$ cat src/rtl/burst_pkg.sv
// Package: shared constants and types for the burst address generator.
// Assumes a fixed burst of four beats, so two low address bits are sequenced.
package burst_pkg;
    localparam int BEAT_W     = 2;
    localparam int BURST_LEN  = 1 << BEAT_W;

    typedef enum logic {
        ORDER_LINEAR      = 1'b0,
        ORDER_INTERLEAVED = 1'b1
    } burst_order_e;
endpackage

$ cat src/rtl/burst_base_reg.sv
// Module: holds the burst start address captured on a load strobe.
// Assumes the loaded value stays valid until the next load or reset.
module burst_base_reg #(
    parameter int ADDR_W = 20
) (
    input  logic              clk,
    input  logic              rst_n,
    input  logic              load_i,
    input  logic [ADDR_W-1:0] addr_i,
    output logic [ADDR_W-1:0] base_o
);
    // Capture the start address on load, clear on reset.
    always_ff @(posedge clk) begin
        if (!rst_n) begin
            base_o <= '0;
        end else if (load_i) begin
            base_o <= addr_i;
        end
    end
endmodule

$ cat src/rtl/burst_beat_ctr.sv
// Module: beat counter for one burst. Clears on load, steps on active-low
// advance, and holds otherwise. Wraps naturally at the burst length.
module burst_beat_ctr
    import burst_pkg::*;
(
    input  logic              clk,
    input  logic              rst_n,
    input  logic              load_i,
    input  logic              adv_n_i,
    output logic [BEAT_W-1:0] beat_o
);
    // Load has priority over advance; counter rolls over modulo BURST_LEN.
    always_ff @(posedge clk) begin
        if (!rst_n) begin
            beat_o <= '0;
        end else if (load_i) begin
            beat_o <= '0;
        end else if (!adv_n_i) begin
            beat_o <= beat_o + 1'b1;
        end
    end
endmodule

$ cat src/rtl/burst_low_map.sv
// Module: maps start bits and beat count to the current low address bits.
// Assumes the order select is static while a burst is running.
module burst_low_map
    import burst_pkg::*;
(
    input  logic              order_il_i,
    input  logic [BEAT_W-1:0] start_i,
    input  logic [BEAT_W-1:0] beat_i,
    output logic [BEAT_W-1:0] low_o
);
    logic [BEAT_W-1:0] il_low;
    logic [BEAT_W-1:0] lin_low;

    // Interleaved order: one XOR per sequenced bit.
    for (genvar gi = 0; gi < BEAT_W; gi++) begin : g_il_bit
        assign il_low[gi] = start_i[gi] ^ beat_i[gi];
    end

    // Linear order: modulo add across the sequenced bits.
    assign lin_low = start_i + beat_i;

    // Select the order requested by the static mode input.
    always_comb begin
        if (burst_order_e'(order_il_i) == ORDER_INTERLEAVED) begin
            low_o = il_low;
        end else begin
            low_o = lin_low;
        end
    end
endmodule

$ cat src/rtl/burst_addr_gen.sv
// Module: top of the dual-order burst address generator. Combines the
// captured base, the beat counter and the order mapping into the current
// address. Outputs change in the cycle after the edge that updated state.
module burst_addr_gen
    import burst_pkg::*;
#(
    parameter int ADDR_W = 20
) (
    input  logic              clk,
    input  logic              rst_n,
    input  logic              load_i,
    input  logic              adv_n_i,
    input  logic              order_il_i,
    input  logic [ADDR_W-1:0] addr_i,
    output logic [ADDR_W-1:0] addr_o,
    output logic [1:0]        beat_o
);
    localparam int UPPER_W = ADDR_W - BEAT_W;

    logic [ADDR_W-1:0] base_q;
    logic [BEAT_W-1:0] beat_q;
    logic [BEAT_W-1:0] low_cur;

    burst_base_reg #(.ADDR_W(ADDR_W)) u_base (
        .clk    (clk),
        .rst_n  (rst_n),
        .load_i (load_i),
        .addr_i (addr_i),
        .base_o (base_q)
    );

    burst_beat_ctr u_ctr (
        .clk     (clk),
        .rst_n   (rst_n),
        .load_i  (load_i),
        .adv_n_i (adv_n_i),
        .beat_o  (beat_q)
    );

    burst_low_map u_map (
        .order_il_i (order_il_i),
        .start_i    (base_q[BEAT_W-1:0]),
        .beat_i     (beat_q),
        .low_o      (low_cur)
    );

    // Upper bits pass through from the base; low bits come from the map.
    assign addr_o = {base_q[ADDR_W-1 -: UPPER_W], low_cur};
    assign beat_o = beat_q;
endmodule

$ cat config.mk
export PLATFORM = sky130hd
export DESIGN_NAME = burst_addr_gen
export DESIGN_NICKNAME = d
export VERILOG_FILES = /design/src/rtl/burst_pkg.sv /design/src/rtl/burst_base_reg.sv /design/src/rtl/burst_beat_ctr.sv /design/src/rtl/burst_low_map.sv /design/src/rtl/burst_addr_gen.sv
export SDC_FILE = /design/constraint.sdc
export NUM_CORES = 1
export LEC_CHECK = 0
export ABC_AREA = 1
export ABC_CLOCK_PERIOD_IN_PS = 1300
export CORE_ASPECT_RATIO = 0.75
export CORE_MARGIN = 2
export CORE_UTILIZATION = 40
export CTS_CLUSTER_SIZE = 30
export DETAILED_ROUTE_END_ITERATION = 6
export PLACE_DENSITY = 0.89
export SLEW_MARGIN = 20
export SYNTH_ARGS = -nofsm -noshare
export SYNTH_HDL_FRONTEND = slang
export SYNTH_HIERARCHICAL = 1
export SYNTH_SLANG_ARGS = --single-unit
$ cat constraint.sdc
create_clock -name clk -period 1.3 [get_ports clk]
set_input_delay 0.26 -clock clk [delete_from_list [all_inputs] [get_ports clk]]
set_output_delay 0.26 -clock clk [all_outputs]
set_load 0.005 [all_outputs]
# Yosys cells after proc, flatten, opt, wreduce, memory -nomap -nowiden
# Cells that the tools add are included.
# W data, S select, Z words.
dict set report totals {
  elab_cells 9
  register_bits 22
  output_inout_bits 22
  in_bits 25
}
dict set report op_classes {
  n_addsub 2
  n_mux 1
  n_reduce_logical 1
  n_bitwise 3
}
# operator count
set ops {}
lappend ops {{$add A2 B1 Y2 const B} 1}
lappend ops {{$add A2 B2 Y2} 1}
lappend ops {{$mux W2} 1}
lappend ops {{$reduce_or A2 Y1} 1}
lappend ops {{$xor A1 B1 Y1} 2}
lappend ops {{$not A1 Y1} 1}

# Longest topological paths before layout
dict set report logic_depth {
  word_depth 2
  ltp_mapped 6
  depth_no_buf 6
}

# Cells and area by module
# The synthesis kept the hierarchy.
# module cells_per_inst n_inst seq_area_each_um2 area_each_um2
set modules_own_cells {}
lappend modules_own_cells {burst_base_reg 126 1 400.4 830.8}
lappend modules_own_cells {burst_beat_ctr 14 1 40.0 87.6}
lappend modules_own_cells {burst_low_map 15 1 0.0 67.6}

# Least setup slack after synthesis
# Ideal clock, no wire load.
dict set report synth_path {
  path_kind {reg-to-output}
  start {register u_ctr.beat_o[0]}
  end {output addr_o[1]}
  slack_ns 0.234
  path_buffers 0
  t_required_ns 1.040
  stages_incl_launch_ff 7
  arrival_ns 0.806
  cell_sequence {dfxtp_1 > ha_1 > inv_1 > nor2_1 > nand3_1 > nand2_1 > inv_1}
}
dict set report synth_via {
  elab_chain_len 2
}
# element line
set synth_lines {}
lappend synth_lines {{start, declared} burst_beat_ctr.sv:10} ;# output logic [BEAT_W-1:0] beat_o
lappend synth_lines {{start signal, assigned} burst_beat_ctr.sv:19} ;# beat_o <= beat_o + 1'b1;
lappend synth_lines {{$add A2 B2 Y2} burst_low_map.sv:20} ;# assign lin_low = start_i + beat_i;
lappend synth_lines {{$mux W2} burst_low_map.sv:24} ;# if (burst_order_e'(order_il_i) == ORDER_INTERLEAVED) begin
lappend synth_lines {{end, declared} burst_addr_gen.sv:15} ;# output logic [ADDR_W-1:0] addr_o,
# No other way between the ends.

# Final worst setup path
dict set report layout_path {
  start {register u_base.base_o[0]}
  end {output addr_o[1]}
}
dict set report layout_via {
  elab_chain_len 2
}
# element line
set layout_lines {}
lappend layout_lines {{start, declared} burst_base_reg.sv:10} ;# output logic [ADDR_W-1:0] base_o
lappend layout_lines {{start signal, assigned} burst_base_reg.sv:17} ;# base_o <= addr_i;
lappend layout_lines {{$add A2 B2 Y2} burst_low_map.sv:20}
lappend layout_lines {{$mux W2} burst_low_map.sv:24}
# No other way between the ends.

==> results.md <==
* Detailed placer's ending HPWL at around 1500 µm
* Average wire length per cell after detail routing at 8.57 µm
* Total Power at 0.00140 W
* Number of different library cells in the post-synthesis netlist at 9
* Count of final hold-check violations at 0
* Pwr/cell area at 905 mW/mm²
* Outcome: complete, but fails checks
* Area of the multi-input gates at 400 µm²
* Setup slack at placement at -0.404 ns
* Synth cell count leaders: nand2_1, nor2_1, inv_1
* Number of design-rule violations left by the first detailed-router iteration at 32
* Post-layout net count at around 230
* Worst hold margin at ~0.47 ns
* Final setup violating endpoints at 1
* Cell count after synthesis at about 160
* Final Routed Wirelength at 2070 µm
* Final slew viol count at 0
* Number of diodes at 0
* Residual antenna-violating net count after detailed routing at 0
* Fmax at 0.687 GHz
* Weighted congestion at the end of routability-driven global placement at 0.639
* Floorplan die height at between 40 and 50 µm
* TritonCTS clock tree: built
* Cell row count at 15
* Share of flip-flops with an asynchronous set or reset at 0%
* Register bit total from synthesis at 22
* Required time at the worst-slack endpoint at between 1 and 1.5 ns
* Netlist area before placement at about 990 µm²
* TritonCTS Buffers at 3
* Net count after synthesis at 181
* Clock period minus final worst setup slack at 1.46 ns
* Unrepaired setup endpoints after global routing: yes
* Number of antenna violations at the first check in global routing at 0
* Chip width at between 60 and 70 µm
* Arrival time of data at the critical path endpoint at 1.20 ns
* Die area at 0.00288 mm²
* Global-route usage over all layers at between 10% and 20%
* Share of the synthesized area in the top cell type at between 40% and 50%
* Crit Path Max Fanout at 2
* Non-filler instance count after layout at around 240
* Wire length of the first global-routing pass at 3330 µm
* Total buffers and inverters traversed by the critical path at 3
* Cell with the most instances after synthesis: nand2_1
* Worst clock skew on the final layout at 0.0000924 ns
* Clock Sink Count at 22
* Vias in the first global route at around 840
* Synth top area cells: dfxtp_1, nand2_1, nor2_1
* Share of the core filled with cells at 67.2%
* Worst-margin pin slew at 0.169 ns
* H-tree level count at 1
* Clk slew on worst S/H paths at 0.11 ns
* Critical-path cell with the highest stage delay: dfxtp_2
* Syn Area/Cell at 6.36 µm²
* HP Class: register to register
* Leak Pwr at 0.860 nW
* Filler Cells Inserted at 239
* Violations in the final reports: negative setup slack
* Peak supply drop at 0.790 mV
* Max-cap violations at 0
* Type of destination of the critical path: output port
* Register cell area after layout at 465 µm²
* Placeable Area at 0.00231 mm²
* Share of post-route cells with drive strength above 1 at roughly 18%
* Cell count after placement at 235
* CP startpoint kind: register
* Initial DRT Pass Iterations at 4
* Class of the most critical setup path: register to output port
* Final period utilization at 112%
* Quantity of hold-fixing buffers added after cts at 0
* I/O Pins at between 40 and 50
* Cell chosen for the clock root: clkbuf_4
* Starting utilization of the core area at 42.7%
* Slowest Stage Delay on Critical Path at between 0.3 and 0.4 ns
* EDFF count, synth at 0
* Cell accounting for the most synthesized area: dfxtp_1
* DR vias/cell at 4.03
* Number of DRC violations after detailed routing at 0
* Area delta synth->final at 57.2%
* Crit-path cells: ha_4 -> inv_2 -> nor2_2 -> nand3_1 -> nand2_1 -> inv_1 -> buf_2
* Slack of the critical path at -0.156 ns
* Pin count of the biggest net entering global routing at 42
* Total grt overflow at 0
* Family with the most delay on the worst path: flip-flops
* Dominant synthesized flop cell: dfxtp_1
* Vias after detailed routing at just under 1000
* Portion of the post-synthesis area used by sequential elements at 44.7%
* Longest Clk Path Bufs at 2
* IO buf count at 46
* Insertion delay of the later-clocked pin in the worst-skew pair at 0.29 ns
* Worst slew margin relative to its limit at between 80% and 90%
* Ys Warns at 6
## per-stage QoR
stage | TNS, ns | instance area, µm²
4_1_cts | -0.191 | 1550
5_1_grt | -0.239 | 1550
2_1_floorplan | 0 | 986
6_report | -0.156 | 1550
3_5_place_dp | -0.436 | 1490
3_3_place_gp | -0.390 | 1490
## path summary, 6_finish.rpt
check,from,cells after the start,slack [ns],endpoint
worst max-delay path,u_base/base_o[0],7,-0.16,addr_o[1]
worst min-delay path,u_base/base_o[10],2,0.47,u_base/base_o[10]
worst max register to register,u_ctr/beat_o[1],5,0.44,u_ctr/beat_o[1]
worst min register to register,u_base/base_o[10],2,0.47,u_base/base_o[10]
## area by class of cell
cell class | instances | area share (%)
Timing Repair Buffer | 54 | 32.3
Sequential cell | 22 | 30.0
Multi-Input combinational cell | 99 | 25.8
Inverter | 28 | 6.78
Tap cell | 34 | 2.74
Clock buffer | 4 | 2.34
## layer usage
metal  GRT usage (%)  part of all wire (%)  vias up
met5               0                     0        -
met1            17.3                    46      404
met3            6.34                   5.4        2
met4            2.61                  0.48        0
met2            29.6                    48       25
li1                -                     -      540
## logic make-up after synthesis
group	count (synthesis)	synth area share [%]
AO/OA/AOI/OAI	1	0.507
adder cells (fa/ha/maj)	1	1.27
buffers and inverters	34	16.2
flip-flops	22	44.7
AND/OR/NAND/NOR	97	37.3
## power breakdown
group / internal, W / switching (W) / leakage [nW]
Sequential: 0.000726 / 0.0000231 / 0.189
Clock: 0.000171 / 0.000194 / 0.0210
Combinational: 0.000171 / 0.000118 / 0.651
Total: 0.00107 / 0.000335 / 0.860
## worst reg2reg max path, delay by kind of cell, from the launching register on
| kind | cells | cell delay [ns] |
|---|---|---|
| and+or+nand+nor | 3 | 0.20 |
| buffers and inverters | 2 | 0.26 |
| DFF | 1 | 0.34 |
## state kept, by name, indices dropped and copies added (netlist names)
name	flops
u_base/base_o	20
u_ctr/beat_o	2
## cell usage in the layout (no fill, tap or decap), types with 2 or more instances in the layout
| cell type | Yosys | layout |
|---|---|---|
| dfxtp_2 | 0 | 20 |
| dfxtp_1 | 22 | 2 |
| nand2_1 | 49 | 49 |
| clkbuf_4 | 0 | 3 |
| buf_4 | 0 | 7 |
| nor2_1 | 45 | 44 |
| dlygate4sd2_1 | 0 | 19 |
| inv_1 | 28 | 27 |
| nand3_1 | 3 | 3 |
| clkdlybuf4s50_1 | 0 | 24 |
## repair_timing
item                       in CTS  in global routing
setup endpoints to repair      22                  3
pin swaps                       4                  4
gates resized for setup        53                  2
buffers inserted                2                  0
Note: power is estimated with default switching activity, not from simulation.
